**src/rtl/mbus_pkg.sv**
```systemverilog
package mbus_pkg;

  localparam logic [1:0] SZ_BYTE = 2'b00;
  localparam logic [1:0] SZ_HALF = 2'b01;
  localparam logic [1:0] SZ_RSVD = 2'b10;
  localparam logic [1:0] SZ_WORD = 2'b11;

  typedef enum logic [2:0] {
    S_IDLE = 3'd0,
    S_ALE  = 3'd1,
    S_ISO  = 3'd2,
    S_DATA = 3'd3,
    S_ACK  = 3'd4
  } seq_state_e;

  // number of byte lanes used by a size code
  function automatic int unsigned size_bytes(input logic [1:0] code);
    case (code)
      SZ_BYTE: size_bytes = 1;
      SZ_HALF: size_bytes = 2;
      default: size_bytes = 4;
    endcase
  endfunction

endpackage

```
**src/rtl/mbus_phase_ctr.sv**
```systemverilog
module mbus_phase_ctr #(
  parameter int CW = 16
) (
  input  logic          clk,
  input  logic          rst_n,
  input  logic          load,
  input  logic [CW-1:0] load_val,
  output logic          last
);

  logic [CW-1:0] cnt_q;
  logic [CW-1:0] cnt_d;
  logic          cnt_en;

  assign last   = (cnt_q == '0);
  assign cnt_en = load || !last;

  always_comb begin
    if (load) cnt_d = load_val;
    else      cnt_d = cnt_q - 1'b1;
  end

  always_ff @(posedge clk or negedge rst_n) begin
    if (!rst_n)      cnt_q <= '0;
    else if (cnt_en) cnt_q <= cnt_d;
  end

endmodule

```
**src/rtl/mbus_wait_sel.sv**
```systemverilog
module mbus_wait_sel #(
  parameter int WW = 8,
  localparam int CW = 2 * WW
) (
  input  logic [1:0]    mode,
  input  logic          is_write,
  input  logic [WW-1:0] wait_lo,
  input  logic [WW-1:0] wait_hi,
  output logic [CW-1:0] wait_cnt
);

  logic [CW-1:0] lo_ext;
  logic [CW-1:0] hi_ext;
  logic [CW-1:0] joined;

  assign lo_ext = CW'(wait_lo);
  assign hi_ext = CW'(wait_hi);
  assign joined = {wait_hi, wait_lo};

  always_comb begin
    unique case (mode)
      2'b00: wait_cnt = lo_ext;
      2'b01: wait_cnt = is_write ? hi_ext : lo_ext;
      2'b10: wait_cnt = is_write ? joined : lo_ext;
      default: wait_cnt = joined;
    endcase
  end

endmodule

```
**src/rtl/mbus_addr_map.sv**
```systemverilog
module mbus_addr_map
  import mbus_pkg::*;
#(
  parameter int AW = 32
) (
  input  logic [AW-1:0] byte_addr,
  input  logic [1:0]    port_size,
  input  logic          word_mode,
  output logic [AW-1:0] bus_addr
);

  always_comb begin
    if (!word_mode || port_size == SZ_BYTE) bus_addr = byte_addr;
    else if (port_size == SZ_HALF)          bus_addr = byte_addr >> 1;
    else                                    bus_addr = byte_addr >> 2;
  end

endmodule

```
**src/rtl/mbus_lane.sv**
```systemverilog
module mbus_lane
  import mbus_pkg::*;
#(
  parameter int NB = 4,
  localparam int DW = 8 * NB
) (
  input  logic [DW-1:0] din,
  input  logic [1:0]    size_code,
  input  logic          swap,
  output logic [DW-1:0] dout
);

  int unsigned nbytes;

  always_comb begin
    nbytes = size_bytes(size_code);
    dout   = '0;
    for (int i = 0; i < NB; i++) begin
      if (i < int'(nbytes)) begin
        if (swap) dout[8*i +: 8] = din[8*(int'(nbytes) - 1 - i) +: 8];
        else      dout[8*i +: 8] = din[8*i +: 8];
      end
    end
  end

endmodule

```
**src/rtl/mbus_seq.sv**
```systemverilog
module mbus_seq
  import mbus_pkg::*;
#(
  parameter int AW = 32,
  parameter int DW = 32,
  parameter int WW = 8
) (
  input  logic          clk,
  input  logic          rst_n,
  input  logic          req,
  input  logic          req_we,
  input  logic [1:0]    req_size,
  input  logic [AW-1:0] req_addr,
  input  logic [DW-1:0] req_wdata,
  output logic          ack,
  output logic          ack_err,
  output logic [DW-1:0] rdata,
  output logic          irq,
  input  logic [1:0]    cfg_ale_len,
  input  logic [1:0]    cfg_port_size,
  input  logic          cfg_word_addr,
  input  logic [1:0]    cfg_wait_mode,
  input  logic [WW-1:0] cfg_wait_lo,
  input  logic [WW-1:0] cfg_wait_hi,
  input  logic          cfg_rd_swap,
  input  logic          cfg_wr_swap,
  input  logic          cfg_wr_only,
  input  logic          cfg_irq_en,
  output logic          bus_ale,
  output logic          bus_cs_n,
  output logic          bus_oe_n,
  output logic          bus_we_n,
  output logic [DW-1:0] bus_ad_o,
  output logic          bus_ad_oe,
  input  logic [DW-1:0] bus_ad_i
);

  localparam int CW = 2 * WW;
  localparam int NB = DW / 8;

  // reset: asserted asynchronously, released on a clock edge
  logic [1:0] rs_q;
  logic       rst_int_n;

  always_ff @(posedge clk or negedge rst_n) begin
    if (!rst_n) rs_q <= 2'b00;
    else        rs_q <= {rs_q[0], 1'b1};
  end
  assign rst_int_n = rs_q[1];

  seq_state_e    state_q, state_d;
  logic          ld;
  logic [CW-1:0] ld_val;
  logic          last;

  logic          we_q, err_q, rswap_q, irqen_q;
  logic [1:0]    ale_q, esz_q;
  logic [CW-1:0] wait_q;
  logic [AW-1:0] adr_q;
  logic [DW-1:0] wdat_q, rdat_q;

  logic          accept;
  logic          blocked;
  logic [1:0]    esz;
  logic [CW-1:0] wsel;
  logic [AW-1:0] mapped;
  logic [DW-1:0] wlane, rlane;
  logic          rd_cap;

  // request decode
  assign esz     = (req_size < cfg_port_size) ? req_size : cfg_port_size;
  assign blocked = (req_size == SZ_RSVD) || (cfg_port_size == SZ_RSVD) ||
                   (!req_we && cfg_wr_only);
  assign accept  = (state_q == S_IDLE) && req;
  assign rd_cap  = (state_q == S_DATA) && last && !we_q;

  mbus_wait_sel #(.WW(WW)) i_wait_sel (
    .mode     (cfg_wait_mode),
    .is_write (req_we),
    .wait_lo  (cfg_wait_lo),
    .wait_hi  (cfg_wait_hi),
    .wait_cnt (wsel)
  );

  mbus_addr_map #(.AW(AW)) i_addr_map (
    .byte_addr (req_addr),
    .port_size (cfg_port_size),
    .word_mode (cfg_word_addr),
    .bus_addr  (mapped)
  );

  mbus_lane #(.NB(NB)) i_wr_lane (
    .din       (req_wdata),
    .size_code (esz),
    .swap      (cfg_wr_swap),
    .dout      (wlane)
  );

  mbus_lane #(.NB(NB)) i_rd_lane (
    .din       (bus_ad_i),
    .size_code (esz_q),
    .swap      (rswap_q),
    .dout      (rlane)
  );

  mbus_phase_ctr #(.CW(CW)) i_phase_ctr (
    .clk      (clk),
    .rst_n    (rst_int_n),
    .load     (ld),
    .load_val (ld_val),
    .last     (last)
  );

  // next state
  always_comb begin
    state_d = state_q;
    ld      = 1'b0;
    ld_val  = '0;
    unique case (state_q)
      S_IDLE: begin
        if (req) begin
          if (blocked) begin
            state_d = S_ACK;
          end else begin
            state_d = S_ALE;
            ld      = 1'b1;
            ld_val  = CW'(cfg_ale_len);
          end
        end
      end
      S_ALE: begin
        if (last) begin
          state_d = S_ISO;
          ld      = 1'b1;
          ld_val  = CW'(ale_q);
        end
      end
      S_ISO: begin
        if (last) begin
          state_d = S_DATA;
          ld      = 1'b1;
          ld_val  = wait_q;
        end
      end
      S_DATA: begin
        if (last) state_d = S_ACK;
      end
      S_ACK:   state_d = S_IDLE;
      default: state_d = S_IDLE;
    endcase
  end

  always_ff @(posedge clk or negedge rst_int_n) begin
    if (!rst_int_n) state_q <= S_IDLE;
    else            state_q <= state_d;
  end

  // transaction capture, enabled on accept
  always_ff @(posedge clk or negedge rst_int_n) begin
    if (!rst_int_n) begin
      we_q    <= 1'b0;
      err_q   <= 1'b0;
      rswap_q <= 1'b0;
      irqen_q <= 1'b0;
      ale_q   <= '0;
      esz_q   <= '0;
      wait_q  <= '0;
      adr_q   <= '0;
      wdat_q  <= '0;
    end else if (accept) begin
      we_q    <= req_we;
      err_q   <= blocked;
      rswap_q <= cfg_rd_swap;
      irqen_q <= cfg_irq_en;
      ale_q   <= cfg_ale_len;
      esz_q   <= esz;
      wait_q  <= wsel;
      adr_q   <= mapped;
      wdat_q  <= req_we ? wlane : '0;
    end
  end

  always_ff @(posedge clk or negedge rst_int_n) begin
    if (!rst_int_n)  rdat_q <= '0;
    else if (accept) rdat_q <= '0;
    else if (rd_cap) rdat_q <= rlane;
  end

  // outputs
  assign ack       = (state_q == S_ACK);
  assign ack_err   = ack && err_q;
  assign irq       = ack && err_q && irqen_q;
  assign rdata     = ack ? rdat_q : '0;

  assign bus_ale   = (state_q == S_ALE);
  assign bus_cs_n  = (state_q != S_DATA);
  assign bus_oe_n  = !((state_q == S_DATA) && !we_q);
  assign bus_we_n  = !((state_q == S_DATA) && we_q);
  assign bus_ad_oe = bus_ale || !bus_we_n;
  assign bus_ad_o  = bus_ale ? DW'(adr_q) : (!bus_we_n ? wdat_q : '0);

endmodule

```
**config.mk**
```make
export PLATFORM = sky130hd
export DESIGN_NAME = mbus_seq
export DESIGN_NICKNAME = d
export VERILOG_FILES = /design/src/rtl/mbus_pkg.sv /design/src/rtl/mbus_phase_ctr.sv /design/src/rtl/mbus_wait_sel.sv /design/src/rtl/mbus_addr_map.sv /design/src/rtl/mbus_lane.sv /design/src/rtl/mbus_seq.sv
export SDC_FILE = /design/constraint.sdc
export NUM_CORES = 1
export LEC_CHECK = 0
export BUFFER_PORTS_ARGS = -buffer_cell sky130_fd_sc_hd__buf_2
export CORE_MARGIN = 1.5
export CORE_UTILIZATION = 30
export CTS_CLUSTER_SIZE = 25
export DETAILED_ROUTE_END_ITERATION = 8
export SLEW_MARGIN = 10
export SYNTH_ARGS = -nofsm -noshare
export SYNTH_HDL_FRONTEND = slang
export SYNTH_SLANG_ARGS = --single-unit
```
**constraint.sdc**
```tcl
create_clock -name clk -period 10.1 [get_ports clk]
set_input_delay 2.02 -clock clk [delete_from_list [all_inputs] [get_ports clk]]
set_output_delay 2.02 -clock clk [all_outputs]
set_load 0.01 [all_outputs]
```
# --- Yosys cells after proc, flatten, opt, wreduce, memory -nomap -nowiden ---
# Index checks and enable logic that the tools add are counted.
classes:
  addsub: 9
  magnitude_cmp: 9
  eq_ne: 16
  n_shift: 8
  muxes: 46
  n_reduce_logical: 28
op_table:
  columns: ["operator", "count"]
  rows:
  - ["32-bit by 32-bit variable part select with 8-bit output", 8]
  - ["32-bit 2-to-1 mux", 7]
  - ["8-bit 2-to-1 mux", 17]
  - ["29-bit by 3-bit subtractor with 29-bit output (second input constant)", 4]
  - ["16-bit one-hot mux with 3 select lines", 2]
  - ["29-bit by 2-bit subtractor with 29-bit output (second input constant)", 2]
  - ["16-bit 2-to-1 mux", 3]
  - ["31-bit 2-to-1 mux", 1]
  - ["16-bit zero test", 1]
  - ["16-bit by 1-bit subtractor with 16-bit output (second input constant)", 1]
  - ["3-bit 2-to-1 mux", 5]
  - ["1-bit by 3-bit < comparator with 1-bit output (first input constant)", 4]
  - ["2-bit by 3-bit < comparator with 1-bit output (first input constant)", 4]
  - ["3-bit one-hot mux with 2 select lines", 2]
  - ["3-bit one-hot mux with 4 select lines", 1]
  - ["2-bit by 1-bit equality test with 1-bit output (second input constant)", 4]
  - ["1-bit logical AND", 8]
  - ["2-bit zero test", 4]
  - ["2-bit 2-to-1 mux", 4]
  - ["3-bit by 1-bit subtractor with 4-bit output (second input constant)", 2]
  - ["2-bit equality test (second input constant)", 3]
  - ["3-bit by 2-bit equality test with 1-bit output (second input constant)", 2]
  - ["1-bit zero test", 6]
  - ["2-bit by 1-bit != test with 1-bit output (second input constant)", 3]
  - ["other kinds (12)", 18]
totals:
  register_bits: 141
  in_bits: 129
  output_inout_bits: 72
  word_cells: 129

# --- Logic depth before layout (Yosys ltp) ---
# Gate-level depths: netlist of the first run.
logic_depth:
  ltp_word: 10
  depth_mapped: 10
  mapped_depth_nobuf: 8

# --- By module ---
# From an unflattened synthesis of the first run, not the netlist that was laid out.
unflattened:
  cells_unflattened: 1228
  area_unflattened_um2: 9814.4
modules_own_cells:
  columns: ["module", "n_inst", "cells_each", "area_each_um2", "seq_area_each_um2"]
  rows:
  - ["mbus_seq", 1, 656, 5725.5, 3128.0]
  - ["mbus_lane at i_rd_lane", 1, 156, 1048.5, 0.0]
  - ["mbus_lane at i_wr_lane", 1, 151, 1021.0, 0.0]
  - ["mbus_phase_ctr", 1, 103, 1001.0, 400.4]
  - ["mbus_addr_map", 1, 144, 850.8, 0.0]
  - ["mbus_wait_sel", 1, 18, 167.7, 0.0]

# --- Worst setup path after synthesis of the first run ---
# Ideal clock, no wire load.
synth_path:
  path_kind: "input -> register"
  from: "input req"
  to: "register i_phase_ctr.cnt_q[14]"
  setup_time_ns: 0.142
  t_arrival_ns: 3.505
  required_ns: 9.958
  setup_slack_ns: 6.453
  path_stages: 6
  path_buffers: 1
  cell_sequence: "or4b_1 > buf_6 > or4_4 > o21a_4 > o311ai_1 > o311ai_1"
synth_between:
  elab_chain_len: 3
  elab_cells_between_ends: 4
synth_rtl:
  columns: ["element", "line_no", "rtl"]
  rows:
  - ["start: declaration", "mbus_seq.sv:10", "input logic req,"]
  - ["1-bit 2-to-1 mux *", "mbus_seq.sv:121", "if (req) begin"]
  - ["1-bit one-hot mux with 2 select lines *", "mbus_seq.sv:119", "unique case (state_q)"]
  - ["16-bit 2-to-1 mux / 1-bit logical OR (equally long branches)", "mbus_phase_ctr.sv:19, mbus_phase_ctr.sv:16", null]
  - ["end signal: assignment", "mbus_phase_ctr.sv:25", "else if (cnt_en) cnt_q <= cnt_d;"]
  - ["end: declaration", "mbus_phase_ctr.sv:11", "logic [CW-1:0] cnt_q;"]
# Mark *: on every way between the ends. The rest lies on a longest branch, timed or not.
# A chain may end at the register's enable or synchronous reset.

# --- Worst setup path after layout of the first run ---
layout_path:
  from: "input req"
  to: "register i_phase_ctr.cnt_q[8]"
# Same word-level chain as after synthesis.

==> results.md, run 1 <==
| Metric | Value | Unit |
| --- | --- | --- |
| Result of the run | complete, no violations | - |
| Largest area contributor in the netlist | sky130_fd_sc_hd__dfrtp_1 | - |
| Total negative slack | 0 | ns |
| Total setup violations reported at the end of the flow | 0 | - |
| Via total after detailed routing | 7832 | - |
| Initial DRT Pass Iterations | 7 | - |
| Number of cells traversed by the worst hold path | 0 | - |
| Commonest register cell after synthesis | sky130_fd_sc_hd__dfrtp_1 | - |
| Maximum cell stage delay along the critical path | 0.74 | ns |
| Max-capacitance violation count | 0 | - |
| Fraction of the yosys area taken by sequential cells | 43.2 | % |
| Largest net degree at the start of global routing | 109 | - |
| Count of flip-flops with a built-in enable after synthesis | 0 | - |
| Required time of the worst setup path | 10.38 | ns |
| Area inside the core boundary | 26900 | sq um |
| DRT met1 WL | 12500 | microns |
| Hold buffers post-CTS | 0 | - |
| Top routing layer in use | met5 | - |
| Critical path's slowest cell | sky130_fd_sc_hd__or4b_4 | - |
| Total setup buffers inserted after CTS | 0 | - |
| Element type at the critical path start | input pin | - |
| R2R depth | 6 | - |
| Cell row count | 60 | - |
| Synth-to-layout area growth | 22.4 | % |
| Type of destination of the critical path | register | - |
| FF-to-FF End | rdat_q[0] | - |
| Path class of the lowest-slack min-delay path | reg -> reg | - |
| Routed WL per cell | 17.8 | microns |
| Vias per Instance | 5.26 | - |
| Startpoint of the lowest-slack hold path | rs_q[0] | - |
| First-pass GRT wire length | 42200 | microns |
| Count of final max-slew check failures | 0 | - |
| Setup slack of the worst register-to-register path | 6.50 | ns |
| Number of standard cells after synthesis | 983 | - |
| Data arrival, critical path | 4.51 | ns |
| Unique cell type count in the Yosys netlist | 57 | - |
| Post-synth net total | 1118 | - |
| Initial antenna violation count | 1 | - |
| Detailed route wirelength on metal3 | 1760 | microns |
| Setup repair after global routing missed its margin | false | - |
| Drc violations | 0 | - |
| Warning count from the yosys run | 0 | - |
| Final Skew | 0.0132 | ns |
| Maximum clock rate | 237 | MHz |
| Detailed route wirelength on metal2 | 11700 | microns |
| Share of final-layout standard cells stronger than drive strength 1 | 22.3 | % |
| Headroom to the max-slew limit | 23.1 | % |
| Vias in the first global route | 7445 | - |
| Critical path, cell by cell | buf_2 > or4b_4 > buf_4 > or4_4 > nand2_2 > or4_1 > nand3_1 | - |
| Maximum count of clock buffers along a single path | 2 | - |
| Height of the die | 168 | microns |
| Static Leak | 0.00489 | uW |
| Buf+Inv Stages, Crit Path | 2 | - |
| Leading cell types by total area after synthesis | sky130_fd_sc_hd__dfrtp_1, sky130_fd_sc_hd__o21ai_0, sky130_fd_sc_hd__nand2_1 | - |
| Time the worst path needs with I/O delays and setup | 4.23 | ns |
| Register bit total from synthesis | 141 | - |
| Max FO, Critical Path | 108 | - |
| Final weighted congestion in routability-driven placement | 0.869 | - |
| Number of hold-slack violations in the final timing report | 0 | - |
| Family of cells with the greatest summed delay on the critical path | simple AND/OR/NAND/NOR gates | - |
| Worst-path clk slew | 0.07 | ns |
| Total GRT Usage | 19.0 | % |
| Largest vdd supply drop | 0.127 | mV |
| I/O pins | 201 | - |
| Worst hold slack | 0.350 | ns |
| I/O Buffers | 200 | - |
| Final worst-path cycle share | 41.9 | % |
| Area of placed instances | 9410 | sq um |
| CP Class | in -> reg | - |
| Share of synthesized registers carrying an async set or reset | 100 | % |
| Initial DRC Count | 590 | - |
| # clock sinks | 141 | - |
| Final std cell area, no fill | 10000 | sq um |
| Effective utilization at floorplan | 30.4 | % |
| Final layout net count | 1269 | - |
| Total standard cell area after synthesis | 8180 | sq um |
| Origin of the critical flop-to-flop path | esz_q[1] | - |
| TritonCTS clock tree | done | - |
| Remaining number of nets flagged by the antenna check after routing | 0 | - |
| Horiz. Die Dim | 168 | microns |
| Clock root buffer | sky130_fd_sc_hd__clkbuf_16 | - |
| HPWL Detailed | 18900 | microns |
| Later-pin clock latency in the skew report | 0.42 | ns |
| Post-Route WL | 26500 | microns |
| Post_cts resized | 0 | - |
| Total overflow reported by the global router | 0 | - |
| Post-Synthesis Mean Instance Area | 8.32 | sq um |
| Pwr dens | 241 | nW/um^2 |
| Capture endpoint of the worst hold path | rs_q[1] | - |
| H-tree levels | 4 | - |
| Fraction of post-synthesis cell area in the top cell type by area | 43.2 | % |
| Worst-margin pin slew | 1.15 | ns |
| ANT cells | 0 | - |
| Die Footprint | 28300 | sq um |
| Number of clock buffers inserted by TritonCTS | 17 | - |
## synth_stat cells, types with 8 or more instances
master and instances:
sky130_fd_sc_hd__o22ai_1 10, sky130_fd_sc_hd__o21ai_0 145, sky130_fd_sc_hd__or3_1 11, sky130_fd_sc_hd__nor2_1 44
sky130_fd_sc_hd__a21oi_1 62, sky130_fd_sc_hd__buf_1 10, sky130_fd_sc_hd__dfrtp_1 141, sky130_fd_sc_hd__mux2i_1 55
sky130_fd_sc_hd__o31ai_1 9, sky130_fd_sc_hd__nand3_1 44, sky130_fd_sc_hd__nor2b_1 12, sky130_fd_sc_hd__o211a_1 8
sky130_fd_sc_hd__nand2_1 173, sky130_fd_sc_hd__nand2b_1 13, sky130_fd_sc_hd__a22o_1 33, sky130_fd_sc_hd__nor3_1 13
sky130_fd_sc_hd__a31oi_1 10, sky130_fd_sc_hd__inv_1 17, sky130_fd_sc_hd__and3_1 41, sky130_fd_sc_hd__clkbuf_1 64
## metal layers
| metal | track usage (%) | vias up |
|---|---|---|
| met4 | 6.72 | 2 |
| met3 | 3.67 | 32 |
| met2 | 28.5 | 313 |
| li1 | - | 3788 |
| met5 | 0 | - |
| met1 | 27.2 | 3697 |
## area by class of cell
type                       instances  area, sq um
clock inverter                    15          168
inverter                          19         71.3
timing repair buffer             211         1080
tap                              341          427
sequential                       141         3530
multi-input combinational        744         4300
fill                            2831        16900
clock buffer                      17          425
## metrics by stage
step,instances,power [uW],utilization (%),setup slack [ns]
2_1_floorplan,983,1480,-,5.88
4_1_cts,1488,2430,37.2,5.87
6_report,1488,2410,37.2,5.87
3_5_place_dp,1456,1790,35.0,5.41
5_1_grt,1488,2590,37.2,5.68
3_3_place_gp,1456,1770,35.0,5.41
## registers in the layout, indices dropped and copies added, names as in the netlist, 2 cells and up
name / cells
adr_q: 32
rdat_q: 32
wdat_q: 32
i_phase_ctr.cnt_q: 16
wait_q: 16
state_q: 3
ale_q: 2
esz_q: 2
rs_q: 2
## where the power goes
part	internal [uW]	switching (uW)
logic	323	581
registers	738	142
clock network	334	296
total	1390	1020
## how the worst max path moves through the flow
| stage | start | cells after the start | slack, ns | to |
|---|---|---|---|---|
| 3_5_place_dp | req | 7 | 5.41 | i_phase_ctr.cnt_q[8] |
| 3_3_place_gp | req | 7 | 5.41 | i_phase_ctr.cnt_q[8] |
| 2_1_floorplan | rs_q[1] | 0 | 5.88 | adr_q[0] |
| 5_1_grt | req | 7 | 5.68 | i_phase_ctr.cnt_q[8] |
| 4_1_cts | req | 7 | 5.87 | i_phase_ctr.cnt_q[8] |
| 6_report | req | 7 | 5.87 | i_phase_ctr.cnt_q[8] |
## layout by cell type (no fill, tap or decap), drive strengths merged, types with 2 or more instances in the layout
master	n
nand3	44
o31ai	9
nor3	14
o22ai	10
a22o	33
nor4	5
xnor2	3
o311ai	5
nor4b	2
nand3b	2
nand2b	13
nor2	44
or3	11
a21oi	62
a211oi	3
a21o	2
buf	211
inv	27
and3	41
xor2	4
clkinv	6
and2	5
clkbuf	17
o211a	8
ha	6
o21a	3
o21ai	146
a31oi	10
dfrtp	141
nand2	174
a21boi	2
or4	3
mux2i	55
nor2b	12
## logic make-up (layout without fill, tap and decap cells)
group / count (synthesis) / in the layout / synth area share (%)
AOI/OAI and AO/OA: 301 / 301 / 22.0
xor gates and xnor gates: 7 / 7 / 0.750
adders and majority gates: 6 / 6 / 0.918
buffers and inverters: 98 / 262 / 4.73
DFF: 141 / 141 / 43.2
muxes: 55 / 55 / 6.73
other: 1 / 1 / 0.0459
and+or+nand+nor: 374 / 374 / 21.7
(Power assumes the default switching activity.)
==> run 2, diff against run 1 <==
- clock period: 10.1 -> 3.59 ns (I/O delays scaled with it)
==> run 2 against run 1 <==
Flip-flop and latch count unchanged. Global-route usage increased by 0.24 points. Wire length increased by 1.9%. Via count decreased by 0.33%. Count of clock-buffer cells in the layout increased by 1. Highest routed layer unchanged. Power increased to 2.8 times the previous value. Cell count increased by 0.94%. Worst hold slack got worse by 0.29 ns. Non-clock buffer count increased by 10. Utilization increased by 0.34 points. Clock skew increased by 0.0051 ns. Register-to-register slack got worse by 5.5 ns.
==> results.md, run 2 (same netlist as run 1, synthesis figures left out) <==
| Metric | Value | Unit |
| --- | --- | --- |
| Maximum count of clock buffers along a single path | 2 | - |
| Max FO, Critical Path | 33 | - |
| Initial antenna violation count | 5 | - |
| Share of final-layout standard cells stronger than drive strength 1 | 23.0 | % |
| CP Class | reg -> out | - |
| Critical path's slowest cell | sky130_fd_sc_hd__dfrtp_1 | - |
| # fillers | 2786 | - |
| # clock sinks | 141 | - |
| Top library cells by usage in the layout, fill and taps aside | sky130_fd_sc_hd__buf_2, sky130_fd_sc_hd__nand2_1, sky130_fd_sc_hd__o21ai_0 | - |
| I/O pins | 201 | - |
| Horiz. Die Dim | 168 | microns |
| Via total after detailed routing | 7806 | - |
| Registers with the highest flip-flop counts | adr_q x32, rdat_q x32, wdat_q x32 | - |
| Vias in the first global route | 7546 | - |
| Effective utilization at floorplan | 30.4 | % |
| Maximum clock rate | 351 | MHz |
| Post_cts resized | 0 | - |
| Number of hold-slack violations in the final timing report | 0 | - |
| Pwr dens | 676 | nW/um^2 |
| Worst-path clk slew | 0.06 | ns |
| Total negative slack | 0 | ns |
| Cell row count | 60 | - |
| Critical path, cell by cell | nand2_1 > nor2_1 > and2_1 > buf_4 > a22o_1 > buf_2 | - |
| Drc violations | 0 | - |
| Total setup buffers inserted after CTS | 0 | - |
| Final weighted congestion in routability-driven placement | 0.866 | - |
| Path class of the lowest-slack min-delay path | in -> async | - |
| Synth-to-layout area growth | 23.5 | % |
| Remaining number of nets flagged by the antenna check after routing | 0 | - |
| Final Skew | 0.0183 | ns |
| Post-Route WL | 27000 | microns |
| Number of clock buffers inserted by TritonCTS | 17 | - |
| Count of final max-slew check failures | 0 | - |
| Vias per Instance | 5.20 | - |
| Final layout net count | 1279 | - |
| Total setup violations reported at the end of the flow | 0 | - |
| Routed WL per cell | 18.0 | microns |
| Result of the run | complete, no violations | - |
| Later-pin clock latency in the skew report | 0.44 | ns |
| First-pass GRT wire length | 42400 | microns |
| Maximum cell stage delay along the critical path | 0.54 | ns |
| TritonCTS clock tree | done | - |
| HPWL Detailed | 19600 | microns |
| Max-capacitance violation count | 0 | - |
| Initial DRC Count | 571 | - |
| Total overflow reported by the global router | 0 | - |
| Clock root buffer | sky130_fd_sc_hd__clkbuf_16 | - |
| Headroom to the max-slew limit | 45.1 | % |
| Initial DRT Pass Iterations | 5 | - |
| Hold buffers post-CTS | 0 | - |
| Time the worst path needs with I/O delays and setup | 2.85 | ns |
| Required time of the worst setup path | 2.87 | ns |
| Static Leak | 0.00494 | uW |
| Type of destination of the critical path | primary output | - |
| Commonest non-fill, non-tap cell in the layout | sky130_fd_sc_hd__buf_2 | - |
| Area inside the core boundary | 26900 | sq um |
| Worst-margin pin slew | 0.824 | ns |
| Total GRT Usage | 19.2 | % |
| Element type at the critical path start | register | - |
| Largest vdd supply drop | 0.316 | mV |
| H-tree levels | 4 | - |
| Fraction of the core area covered by cells at the end of the flow | 37.6 | % |
| I/O Buffers | 200 | - |
| Setup repair after global routing missed its margin | false | - |
| Die Footprint | 28300 | sq um |
| Height of the die | 168 | microns |
| Data arrival, critical path | 2.13 | ns |
| Family of cells with the greatest summed delay on the critical path | flip-flops | - |
| Final worst-path cycle share | 79.4 | % |
| Largest net degree at the start of global routing | 82 | - |
| Buf+Inv Stages, Crit Path | 2 | - |
[run 2: worst paths after layout]
check	from	end	slack, ns	cells past startpoint
setup / recovery	state_q[1]	bus_ad_o[2]	0.74	6
hold / removal	rst_n	rs_q[1]	0.06	1
setup reg to reg	esz_q[1]	rdat_q[6]	0.96	7
hold reg to reg	rs_q[1]	adr_q[10]	0.35	0
max in group asynchronous	rs_q[1]	wait_q[10]	2.39	1
min in group clk	rs_q[0]	rs_q[1]	0.36	0
[run 2: layer usage]
layer / GRT usage [%] / vias up / routed length (microns)
met5: 0 / - / 7
met4: 6.99 / 2 / 603
met3: 4.42 / 31 / 1600
met2: 29.3 / 231 / 12100
met1: 26.6 / 3727 / 12700
li1: - / 3815 / -
[run 2: area by class of cell]
type	instances	area [sq um]	share of cell area (%)
Clock inverter	14	149	1.47
Timing Repair Buffer	221	1170	11.6
Sequential cell	141	3530	35.0
Antenna cell	4	10.0	0.0991
Inverter	19	71.3	0.706
Tap cell	341	427	4.23
Multi-Input combinational cell	744	4300	42.6
Clock buffer	18	439	4.35
[run 2: metrics by stage]
stage	setup slack [ns]	cell area [sq um]	std cells	hold slack (ns)	total power (uW)
final	0.740	10100	1502	0.0619	6820
after global routing	0.612	10100	1500	0.0410	7320
after CTS	0.750	10100	1498	0.0363	6880
after detailed placement	1.01	9500	1466	0.346	5060
after global placement	1.08	9500	1466	0.337	5010
after floorplan	1.24	8180	983	0.331	4170
[run 2: power breakdown]
part / total [uW] / switching, uW / leakage, uW / internal (uW)
sequential: 2520 / 441 / 0.00185 / 2080
clock: 1780 / 784 / 0.000284 / 999
combinational: 2530 / 1580 / 0.00280 / 944
==> run 3, diff against run 2 <==
- clock period: 3.59 -> 2.75 ns (I/O delays scaled with it)
==> run 3 against run 2 <==
Via count up 0.94%. Global-route usage down 0.091 points. Wire length about the same. Utilization up 0.54 points. Clock skew down 0.0070 ns. Flip-flop and latch count unchanged. Critical endpoint is now bus_ad_o[1]. Largest cell class unchanged. Largest power group unchanged. Highest routed layer is now met4.
==> results.md, run 3 (same netlist as run 1, synthesis figures left out) <==
| Metric | Value | Unit |
| --- | --- | --- |
| Critical path, cell by cell | nand2b_1 > nor2_2 > buf_4 > a22o_1 > buf_2 | - |
| Maximum clock rate | 382 | MHz |
| Worst hold slack | 0.323 | ns |
| Count of final max-slew check failures | 0 | - |
| Type of destination of the critical path | primary output | - |
| Final worst-path cycle share | 95.1 | % |
| Startpoint of the lowest-slack hold path | cfg_irq_en | - |
| # fillers | 2790 | - |
| Initial DRT Pass Iterations | 5 | - |
| # clock sinks | 141 | - |
| CP Class | reg -> out | - |
| Via total after detailed routing | 7879 | - |
| Clock root buffer | sky130_fd_sc_hd__clkbuf_16 | - |
| TritonCTS clock tree | done | - |
| Total GRT Usage | 19.1 | % |
| Time the worst path needs with I/O delays and setup | 2.62 | ns |
| Cell row count | 60 | - |
| Result of the run | complete, no violations | - |
| Family of cells with the greatest summed delay on the critical path | buffers and inverters | - |
| Registers with the highest flip-flop counts | adr_q x32, rdat_q x32, wdat_q x32 | - |
| Top library cells by usage in the layout, fill and taps aside | sky130_fd_sc_hd__buf_2, sky130_fd_sc_hd__nand2_1, sky130_fd_sc_hd__o21ai_0 | - |
| Setup repair after global routing missed its margin | false | - |
| Routed WL per cell | 17.9 | microns |
| Share of final-layout standard cells stronger than drive strength 1 | 23.7 | % |
| HPWL Detailed | 19600 | microns |
| Total setup violations reported at the end of the flow | 0 | - |
| Maximum count of clock buffers along a single path | 2 | - |
| Horiz. Die Dim | 168 | microns |
| Maximum cell stage delay along the critical path | 0.48 | ns |
| Initial antenna violation count | 2 | - |
| H-tree levels | 4 | - |
| Max-capacitance violation count | 0 | - |
| I/O pins | 201 | - |
| Total overflow reported by the global router | 0 | - |
| Worst-path clk slew | 0.06 | ns |
| Remaining number of nets flagged by the antenna check after routing | 0 | - |
| Total negative slack | 0 | ns |
| Static Leak | 0.00502 | uW |
| Number of hold-slack violations in the final timing report | 0 | - |
| Buf+Inv Stages, Crit Path | 2 | - |
| Max FO, Critical Path | 34 | - |
| Number of clock buffers inserted by TritonCTS | 17 | - |
| Setup slack of the worst register-to-register path | 0.43 | ns |
| Area inside the core boundary | 26900 | sq um |
| Drc violations | 0 | - |
| Initial DRC Count | 459 | - |
| Final weighted congestion in routability-driven placement | 0.900 | - |
| Final layout net count | 1289 | - |
| Effective utilization at floorplan | 30.4 | % |
| First-pass GRT wire length | 42000 | microns |
| Later-pin clock latency in the skew report | 0.43 | ns |
| Die Footprint | 28300 | sq um |
| Synth-to-layout area growth | 25.3 | % |
| FF-to-FF End | i_phase_ctr.cnt_q[8] | - |
| Required time of the worst setup path | 2.20 | ns |
| Number of stages on the worst setup path | 5 | - |
| Pwr dens | 897 | nW/um^2 |
| Height of the die | 168 | microns |
| I/O Buffers | 200 | - |
| Element type at the critical path start | register | - |
| Vias in the first global route | 7389 | - |
| Largest net degree at the start of global routing | 89 | - |
| Headroom to the max-slew limit | 45.7 | % |
| Number of cells traversed by the worst hold path | 3 | - |
| Fraction of the core area covered by cells at the end of the flow | 38.1 | % |
| Largest vdd supply drop | 0.409 | mV |
| Worst-margin pin slew | 0.814 | ns |
| Capture endpoint of the worst hold path | irqen_q | - |
| Post-Route WL | 27000 | microns |
| Final Skew | 0.0113 | ns |
| Data arrival, critical path | 2.07 | ns |
| Origin of the critical flop-to-flop path | state_q[2] | - |
| R2R depth | 5 | - |
| Vias per Instance | 5.22 | - |
| Path class of the lowest-slack min-delay path | in -> reg | - |
| Commonest non-fill, non-tap cell in the layout | sky130_fd_sc_hd__buf_2 | - |
| Critical path's slowest cell | sky130_fd_sc_hd__dfrtp_2 | - |
[run 3: routing by layer]
metal	global-route usage, %	part of all wire (%)	up-vias
met3	3.60	5.1	18
met1	27.5	48	3787
met2	29.6	45	255
met4	4.89	1.2	0
li1	-	-	3819
met5	0	0	-
[run 3: worst max path at each step]
stage | from | end | slack (ns)
finish | state_q[1] | bus_ad_o[1] | 0.13
global route | state_q[1] | bus_ad_o[3] | 0.03
CTS | state_q[2] | bus_ad_o[1] | 0.07
detailed placement | cfg_port_size[1] | wdat_q[8] | 0.27
global placement | req | i_phase_ctr.cnt_q[8] | 0.34
floorplan | rs_q[1] | adr_q[0] | 0.41
[run 3: worst reg2reg max path: stages (launching register included)]
cell	delay (ns)
sky130_fd_sc_hd__dfrtp_1	0.47
sky130_fd_sc_hd__or4b_4	0.71
sky130_fd_sc_hd__or4_4	0.63
sky130_fd_sc_hd__o21a_4	0.16
sky130_fd_sc_hd__o311ai_0	0.10
sky130_fd_sc_hd__nand3_1	0.12
[run 3: cell type report]
cell class	count	area (sq um)	share of cell area, %
clock buffers	17	425	4.15
diodes	2	5.00	0.0489
flip-flops and latches	141	3530	34.5
clock inverters	15	200	1.95
well taps	341	427	4.17
inverters	19	71.3	0.696
multi-input cells	744	4300	42.0
repair buffers	231	1280	12.5
[run 3: repair_timing]
item                                    CTS  global route
endpoints found under the setup margin    1            32
hold buffers                              1             0
gates resized for setup                   1             3
buffers inserted                          0             0
endpoints found under the hold margin     2             0
[run 3: stage by stage]
stage          cells  instance area (sq um)  worst slack, ns  power [uW]
2_1_floorplan    983                   8180            0.408        5440
3_3_place_gp    1475                   9590            0.343        6620
3_5_place_dp    1475                   9590            0.274        6680
4_1_cts         1508                  10200           0.0731        9220
5_1_grt         1510                  10200           0.0289        9820
6_report        1510                  10200            0.134        9190
[run 3: power breakdown]
group / internal, uW / switching (uW)
sequential: 2710 / 521
combinational: 1280 / 2180
clock: 1470 / 1020
